`src/rtl/alu8_pkg.sv`:
```
package alu8_pkg;

    parameter int unsigned DATA_W = 8;
    localparam int unsigned WIDE_W = 2 * DATA_W;
    localparam int unsigned OP_W   = 4;

    typedef enum logic [OP_W-1:0] {
        OP_ADD  = 4'd0,
        OP_ADC  = 4'd1,
        OP_SUB  = 4'd2,
        OP_SBC  = 4'd3,
        OP_CMP  = 4'd4,
        OP_AND  = 4'd5,
        OP_OR   = 4'd6,
        OP_XOR  = 4'd7,
        OP_CPL  = 4'd8,
        OP_NEG  = 4'd9,
        OP_ADDW = 4'd10,
        OP_ADCW = 4'd11
    } alu_op_e;

    typedef enum logic [1:0] {
        BW_AND = 2'd0,
        BW_OR  = 2'd1,
        BW_XOR = 2'd2,
        BW_INV = 2'd3
    } bw_sel_e;

    typedef struct packed {
        logic zero;
        logic carry;
    } flags_t;

    typedef struct packed {
        logic [DATA_W-1:0] acc;
        logic              acc_we;
        logic [WIDE_W-1:0] pair;
        logic              pair_we;
        flags_t            flg;
    } alu_out_t;

    function automatic logic is_narrow_arith(input logic [OP_W-1:0] op);
        return (op == OP_ADD) || (op == OP_ADC) || (op == OP_SUB) ||
               (op == OP_SBC) || (op == OP_CMP) || (op == OP_NEG);
    endfunction

    function automatic logic is_bitwise(input logic [OP_W-1:0] op);
        return (op == OP_AND) || (op == OP_OR) || (op == OP_XOR);
    endfunction

    function automatic logic is_wide(input logic [OP_W-1:0] op);
        return (op == OP_ADDW) || (op == OP_ADCW);
    endfunction

endpackage

```
`src/rtl/alu8_addsub.sv`:
```
module alu8_addsub #(
    parameter int unsigned W = 8
) (
    input  logic [W-1:0] a_i,
    input  logic [W-1:0] b_i,
    input  logic         cin_i,
    input  logic         sub_i,
    output logic [W-1:0] sum_o,
    output logic         cout_o
);
    localparam int unsigned EXT_W = W + 1;

    logic [EXT_W-1:0] ext;
    logic [EXT_W-1:0] cin_ext;

    always_comb begin
        cin_ext = {{W{1'b0}}, cin_i};
        if (sub_i) begin
            ext = {1'b0, a_i} - {1'b0, b_i} - cin_ext;
        end else begin
            ext = {1'b0, a_i} + {1'b0, b_i} + cin_ext;
        end
    end

    assign sum_o  = ext[W-1:0];
    assign cout_o = ext[W];
endmodule

```
`src/rtl/alu8_bitwise.sv`:
```
module alu8_bitwise
    import alu8_pkg::*;
#(
    parameter int unsigned W = 8
) (
    input  logic [W-1:0] a_i,
    input  logic [W-1:0] b_i,
    input  bw_sel_e      sel_i,
    output logic [W-1:0] y_o
);
    always_comb begin
        unique case (sel_i)
            BW_AND:  y_o = a_i & b_i;
            BW_OR:   y_o = a_i | b_i;
            BW_XOR:  y_o = a_i ^ b_i;
            default: y_o = ~a_i;
        endcase
    end
endmodule

```
`src/rtl/alu8_flags_unit.sv`:
```
module alu8_flags_unit
    import alu8_pkg::*;
(
    input  logic [3:0]  op_i,
    input  logic [7:0]  acc_i,
    input  logic [7:0]  opnd_i,
    input  logic [15:0] pair_a_i,
    input  logic [15:0] pair_b_i,
    input  logic        carry_i,
    input  logic        zero_i,
    output logic [7:0]  res_o,
    output logic        wr_o,
    output logic [15:0] wide_res_o,
    output logic        wide_wr_o,
    output logic        zero_o,
    output logic        carry_o
);
    // Narrow arithmetic operand steering
    logic [DATA_W-1:0] ar_a, ar_b, ar_sum, bw_y;
    logic              ar_cin, ar_sub, ar_cout;
    logic [WIDE_W-1:0] wd_sum;
    logic              wd_cin, wd_cout;
    bw_sel_e           bw_sel;
    alu_out_t          o;

    always_comb begin
        ar_a   = (op_i == OP_NEG) ? '0 : acc_i;
        ar_b   = (op_i == OP_NEG) ? acc_i : opnd_i;
        ar_cin = ((op_i == OP_ADC) || (op_i == OP_SBC)) ? carry_i : 1'b0;
        ar_sub = (op_i == OP_SUB) || (op_i == OP_SBC) ||
                 (op_i == OP_CMP) || (op_i == OP_NEG);
        wd_cin = (op_i == OP_ADCW) ? carry_i : 1'b0;
        case (op_i)
            OP_OR:   bw_sel = BW_OR;
            OP_XOR:  bw_sel = BW_XOR;
            OP_CPL:  bw_sel = BW_INV;
            default: bw_sel = BW_AND;
        endcase
    end

    alu8_addsub #(.W(DATA_W)) u_narrow (
        .a_i   (ar_a),
        .b_i   (ar_b),
        .cin_i (ar_cin),
        .sub_i (ar_sub),
        .sum_o (ar_sum),
        .cout_o(ar_cout)
    );

    alu8_addsub #(.W(WIDE_W)) u_wide (
        .a_i   (pair_a_i),
        .b_i   (pair_b_i),
        .cin_i (wd_cin),
        .sub_i (1'b0),
        .sum_o (wd_sum),
        .cout_o(wd_cout)
    );

    alu8_bitwise #(.W(DATA_W)) u_bits (
        .a_i  (acc_i),
        .b_i  (opnd_i),
        .sel_i(bw_sel),
        .y_o  (bw_y)
    );

    // Result and flag selection per operation class
    always_comb begin
        o.acc       = acc_i;
        o.acc_we    = 1'b0;
        o.pair      = pair_a_i;
        o.pair_we   = 1'b0;
        o.flg.zero  = zero_i;
        o.flg.carry = carry_i;
        if (is_narrow_arith(op_i)) begin
            o.flg.zero  = (ar_sum == '0);
            o.flg.carry = ar_cout;
            if (op_i != OP_CMP) begin
                o.acc    = ar_sum;
                o.acc_we = 1'b1;
            end
        end else if (is_bitwise(op_i)) begin
            o.acc       = bw_y;
            o.acc_we    = 1'b1;
            o.flg.zero  = (bw_y == '0);
            o.flg.carry = 1'b0;
        end else if (op_i == OP_CPL) begin
            o.acc    = bw_y;
            o.acc_we = 1'b1;
        end else if (is_wide(op_i)) begin
            o.pair      = wd_sum;
            o.pair_we   = 1'b1;
            o.flg.carry = wd_cout;
            if (op_i == OP_ADCW) begin
                o.flg.zero = (wd_sum == '0);
            end
        end
    end

    assign res_o      = o.acc;
    assign wr_o       = o.acc_we;
    assign wide_res_o = o.pair;
    assign wide_wr_o  = o.pair_we;
    assign zero_o     = o.flg.zero;
    assign carry_o    = o.flg.carry;

    // Checks against port-level relations
    always_comb begin
        assert_one_strobe_R11: assert ($onehot0({wr_o, wide_wr_o}));
        if (!wr_o) begin
            assert_acc_hold_R11: assert (res_o == acc_i);
        end
        if (op_i == OP_CMP) begin
            assert_cmp_no_write_R4: assert (!wr_o && !wide_wr_o);
            if (acc_i == opnd_i) begin
                assert_cmp_self_R5: assert (zero_o && !carry_o);
            end
        end
        if (is_bitwise(op_i)) begin
            assert_bitwise_carry_clear_R6: assert (!carry_o && (zero_o == (res_o == 8'h00)));
        end
        if (op_i == OP_CPL) begin
            assert_cpl_flags_keep_R7: assert (zero_o == zero_i && carry_o == carry_i);
        end
        if (op_i >= 4'd12) begin
            assert_pass_through_R10: assert (!wr_o && !wide_wr_o &&
                                             zero_o == zero_i && carry_o == carry_i);
        end
    end
endmodule

```
`config.mk`:
```
export PLATFORM = sky130hd
export DESIGN_NAME = alu8_flags_unit
export DESIGN_NICKNAME = d
export VERILOG_FILES = /design/src/rtl/alu8_pkg.sv /design/src/rtl/alu8_addsub.sv /design/src/rtl/alu8_bitwise.sv /design/src/rtl/alu8_flags_unit.sv
export SDC_FILE = /design/constraint.sdc
export NUM_CORES = 1
export LEC_CHECK = 0
export BUFFER_PORTS_ARGS = -buffer_cell sky130_fd_sc_hd__buf_2
export CORE_MARGIN = 2
export CORE_UTILIZATION = 61
export DETAILED_ROUTE_END_ITERATION = 10
export PLACE_DENSITY = 0.91
export SLEW_MARGIN = 20
export SYNTH_ARGS = -nofsm -noshare
export SYNTH_HDL_FRONTEND = slang
export SYNTH_SLANG_ARGS = --single-unit
export TNS_END_PERCENT = 5
```
`constraint.sdc`:
```
create_clock -name vclk -period 8.44
set_input_delay 0.422 -clock vclk [all_inputs]
set_output_delay 0.422 -clock vclk [all_outputs]
set_load 0.005 [all_outputs]
```
## Word level (Yosys, flattened, before mapping)

Cells that the tools add are included.
W data, S select, Z words.

| storage, ports and cells | value |
|---|---|
| bits in latches | 0 |
| input bits | 54 |
| output and inout bits | 28 |
| memories kept | 0 |
| register bits after elaboration | 0 |
| bits in writable memories | 0 |
| word-level logic and storage cells | 59 |
| memory bits (read-only) | 0 |

| cells by class | value |
|---|---|
| reductions and logical operators | 17 |
| muxes and demuxes | 18 |
| $add $sub $neg | 6 |
| magnitude comparators | 0 |
| equal/unequal tests | 14 |
| shift operators | 0 |
| divide/modulo/power cells | 0 |
| bitwise logic cells | 4 |
| multipliers | 0 |

Operators with widths:

| kind | count |
|---|---|
| $mux W9 | 5 |
| $mux W19 | 2 |
| $mux W17 | 2 |
| $pmux W8 S3 | 1 |
| $add A16 B16 Y17 | 1 |
| $add A17 B1 Y17 | 1 |
| $eq A4 B3 Y1 const B | 4 |
| $eq A4 B4 Y1 const B | 4 |
| $logic_not A16 Y1 | 1 |
| $logic_not A8 Y1 | 2 |
| $mux W8 | 2 |
| $logic_or A1 B1 Y1 | 12 |
| $add A8 B8 Y9 | 1 |
| $add A9 B1 Y9 | 1 |
| $sub A8 B8 Y9 | 1 |
| $sub A9 B1 Y9 | 1 |
| $and A8 B8 Y8 | 1 |
| $eq A4 B2 Y1 const B | 2 |
| $not A8 Y8 | 1 |
| $or A8 B8 Y8 | 1 |
| $xor A8 B8 Y8 | 1 |
| $pmux W2 S3 | 1 |
| $eq A4 B1 Y1 const B | 1 |
| $logic_not A4 Y1 | 1 |
| other kinds (6) | 9 |

## Longest topological paths before layout

| logic depth | value |
|---|---|
| depth after elaboration | 9 |
| depth in mapped cells | 18 |
| mapped depth without buffers | 16 |

## Hierarchy

A second synthesis with hierarchy kept.

| unflattened totals | value |
|---|---|
| cell total of the unflattened synthesis | 608 |
| area, all modules | 4,299.1 µm² |

By module, submodules not included:

| module | cells an instance | area an instance (µm²) | sequential area each (µm²) | times used |
|---|---|---|---|---|
| alu8_addsub at u_wide | 299 | 2,100.8 | 0.0 | 1 |
| alu8_addsub at u_narrow | 121 | 937.1 | 0.0 | 1 |
| alu8_flags_unit | 138 | 768.2 | 0.0 | 1 |
| alu8_bitwise | 50 | 493.0 | 0.0 | 1 |

## Worst setup path after synthesis

No wires, ideal clock.

| timing | value |
|---|---|
| kind | in2out |
| from | input port op_i[0] |
| to | output port carry_o |
| slack | 4.504 ns |
| arrival | 3.514 ns |
| data required time | 8.018 ns |
| cell stages on the path | 18 |
| path buffers | 3 |
| cell sequence | clkbuf_1 clkbuf_1 clkbuf_1 nand3_1 nor2_1 a21oi_1 inv_1 fa_1 inv_1 fa_1 o21a_1 nor2_1 o21ai_0 a21o_1 a21oi_1 xnor2_1 o21ai_0 a31o_1 |

| between the ends | value |
|---|---|
| cells in the longest elaborated chain, start to end | 7 |
| elaborated cells between the ends (all ways) | 38 |
| those cells by class | 5 x add/sub; 11 x eq/ne; 9 x mux; 13 x reduce/logical |

RTL lines:

| what | RTL line | RTL |
|---|---|---|
| start: declaration | alu8_flags_unit.sv:4 | `input logic [3:0] op_i,` |
| branches (longest 6 deep; another with $add A8 B8 Y9) | -- |  |
| $mux W2 (*) | alu8_flags_unit.sv:74 | `if (is_narrow_arith(op_i)) begin` |
| end: declaration | alu8_flags_unit.sv:16 | `output logic carry_o` |

Mark *: on every way between the ends.

## Final worst setup path

| timing | value |
|---|---|
| from | input port op_i[2] |
| to | output port carry_o |

Same word-level chain as after synthesis.

==> flow_summary_export.csv <==
group,metric,value,unit
outcome,status,"complete, no violations",
drt,drc,0,
layout,synthToLayoutAreaGrowth,13.6,%
synthesis,ys_warn_count,0,
timing,slew_headroom,0.434,
layout,diodes,0,
power_and_ir_drop,power.leakage,0.00175,uW
synthesis,synth_fp_nets,567,
die,core_area,4750,sq um
cts,post_cts_resize_count,0,
layout,drive_gt1_frac,0.183,
die,die_area,5520,sq um
placed_design,placed_area,3420,sq um
placed_design,globalplace.congestion,0.920,
timing,whs,1.13,ns
synthesis,ys_seq_area_frac,0,
placed_design,place_inst,586,
drt,wl_per_cell,15.5,um
timing,fmax,0.200,GHz
timing,period_needed,5.01,ns
drt,wl,9090,um
drt,via_per_inst,6.21,
power_and_ir_drop,ir_drop,44.4,uV
timing,fin_crit_sh,0.593,
worst_setup_path,crit_family,"compound AO/OA/AOI/OAI gates",
global_route,grt_max_degree,36,
timing,final_hold_viol_count,0,
global_route,grt-ovfl-total,0,
global_route,grt_pass1_vias,3248,
power_and_ir_drop,p_per_area,75.7,nW/um^2
layout,stdcell_area,3420,sq um
layout,fill_cells,430,
synthesis,synth_area_per_cell,6.59,sq um
layout,clkbuf_count,0,
worst_setup_path,worstPathRequired,8.02,ns
synthesis,synth_area_leaders,"ha_1, o21ai_0, nand2_1",
layout,nNetsFinal,631,
timing,setup_viol,0,
die,start_util,0.634,
worst_setup_path,worst_setup_path_start_kind,"input pin",
synthesis,yosysMostFrequentCell,"nand2_1",
layout,final_cells,586,
timing,worst_pin_slew,0.848,ns
drt,route.antenna.remaining_nets,0,
job,maxCapViolations,0,
die,die_y,74.3,um
die,fp.dieW,74.3,um
cts,cts_hold_buf,0,
global_route,antenna_found_initial,0,
synthesis,yosys-top-cells-count,"nand2_1, ha_1, o21ai_0",
synthesis,netlist_instances,457,
worst_setup_path,arrival,4.59,ns
global_route,grt_pass1_wl,14600,um
synthesis,netlist.top_cell.by_area,"ha_1",
cts,post_cts_buffers,0,
placed_design,post-dp-hpwl,7470,um
timing,fin_tns_setup,0,ns
synthesis,synth_top_area_share,0.208,
min_path,worstHoldPathType,"input pin to output pin",
drt,drtPass1Iterations,5,
timing,drv_slew,0,
layout,seq_cells,0,
drt,initialDrtViolationCount,432,
timing,rsz0062_at_grt,"no",
global_route,grt_usage,0.328,
synthesis,synthesis.area,3010,sq um
worst_setup_path,cp_num_buf_inv,4,
placed_design,portBuffers,82,
worst_setup_path,crit_chain,"buf_2, and2b_1, nand2_1, inv_2, and3_1, fa_1, inv_1, fa_1, nor2b_4, o31ai_2, a21boi_1, o31ai_4, o21ai_2, a21o_1, a211o_1, a31o_1, buf_2",
die,num_rows,25,
synthesis,yosysUniqueCellTypes,67,
worst_setup_path,worstSetupPathType,"input pin to output pin",
worst_setup_path,max_stage_delay,0.63,ns
worst_setup_path,crit_slowest_cell,"nand2_1",
worst_setup_path,end_kind,"output pin",
worst_setup_path,cp_max_fo,29,
layout,seqCellArea,0,sq um
die,ios,82,
layout,fin_util,0.720,
drt,vias,3640,
==> power by group <==
group / internal (uW) / switching, uW / leakage, uW / total (uW)
sequential: 0 / 0 / 0 / 0
clock: 0 / 0 / 0 / 0
combinational: 109 / 150 / 0.00175 / 259
total: 109 / 150 / 0.00175 / 259
==> logic make-up after synthesis <==
kind of cell | count (synthesis) | synth area share
buf+inv | 66 | 0.0855
fa+ha+maj | 56 | 0.248
compound gates | 153 | 0.328
xor+xnor | 25 | 0.0727
mux | 8 | 0.0274
simple gates | 149 | 0.238
==> layout make-up <==
type | instances | area, sq um | area share
multi-input cells | 391 | 2760 | 0.805
well taps | 67 | 83.8 | 0.0245
inverters | 46 | 173 | 0.0505
repair buffers | 82 | 410 | 0.120
==> per-stage QoR <==
step | total power [uW] | setup slack, ns
2_1_floorplan | 181 | 4.50
3_3_place_gp | 243 | 3.60
3_5_place_dp | 254 | 3.48
4_1_cts | 255 | 3.49
5_1_grt | 289 | 3.15
6_report | 259 | 3.43
==> final timing paths <==
path,slack [ns],cells after the start,endpoint,start
max,3.43,17,carry_o,op_i[2]
min,1.13,4,wide_res_o[12],pair_a_i[12]
==> routing by layer <==
layer	share of wire	track usage
met1	0.44	0.461
met2	0.47	0.551
met3	0.059	0.0217
met4	0.023	0.0774
met5	0	0
==> layout by cell type (no fill, tap or decap), types with 3 or more instances in the layout <==
master and instances:
a21o_1 9, o31ai_1 3, mux2i_1 6, nand2b_1 5
a32oi_1 3, a21oi_1 35, a31oi_1 6, inv_1 44
nor2_1 43, o221ai_1 4, xnor2_1 16, o22ai_1 7
ha_1 50, nor3_1 10, o21a_1 4, o21ai_0 49
and3_1 4, nand3_1 7, nand2_1 53, buf_2 82
fa_1 6, o211ai_1 6, nand4_1 4, xor2_1 9
or3_1 3
Note: power is estimated with default switching activity, not from simulation.
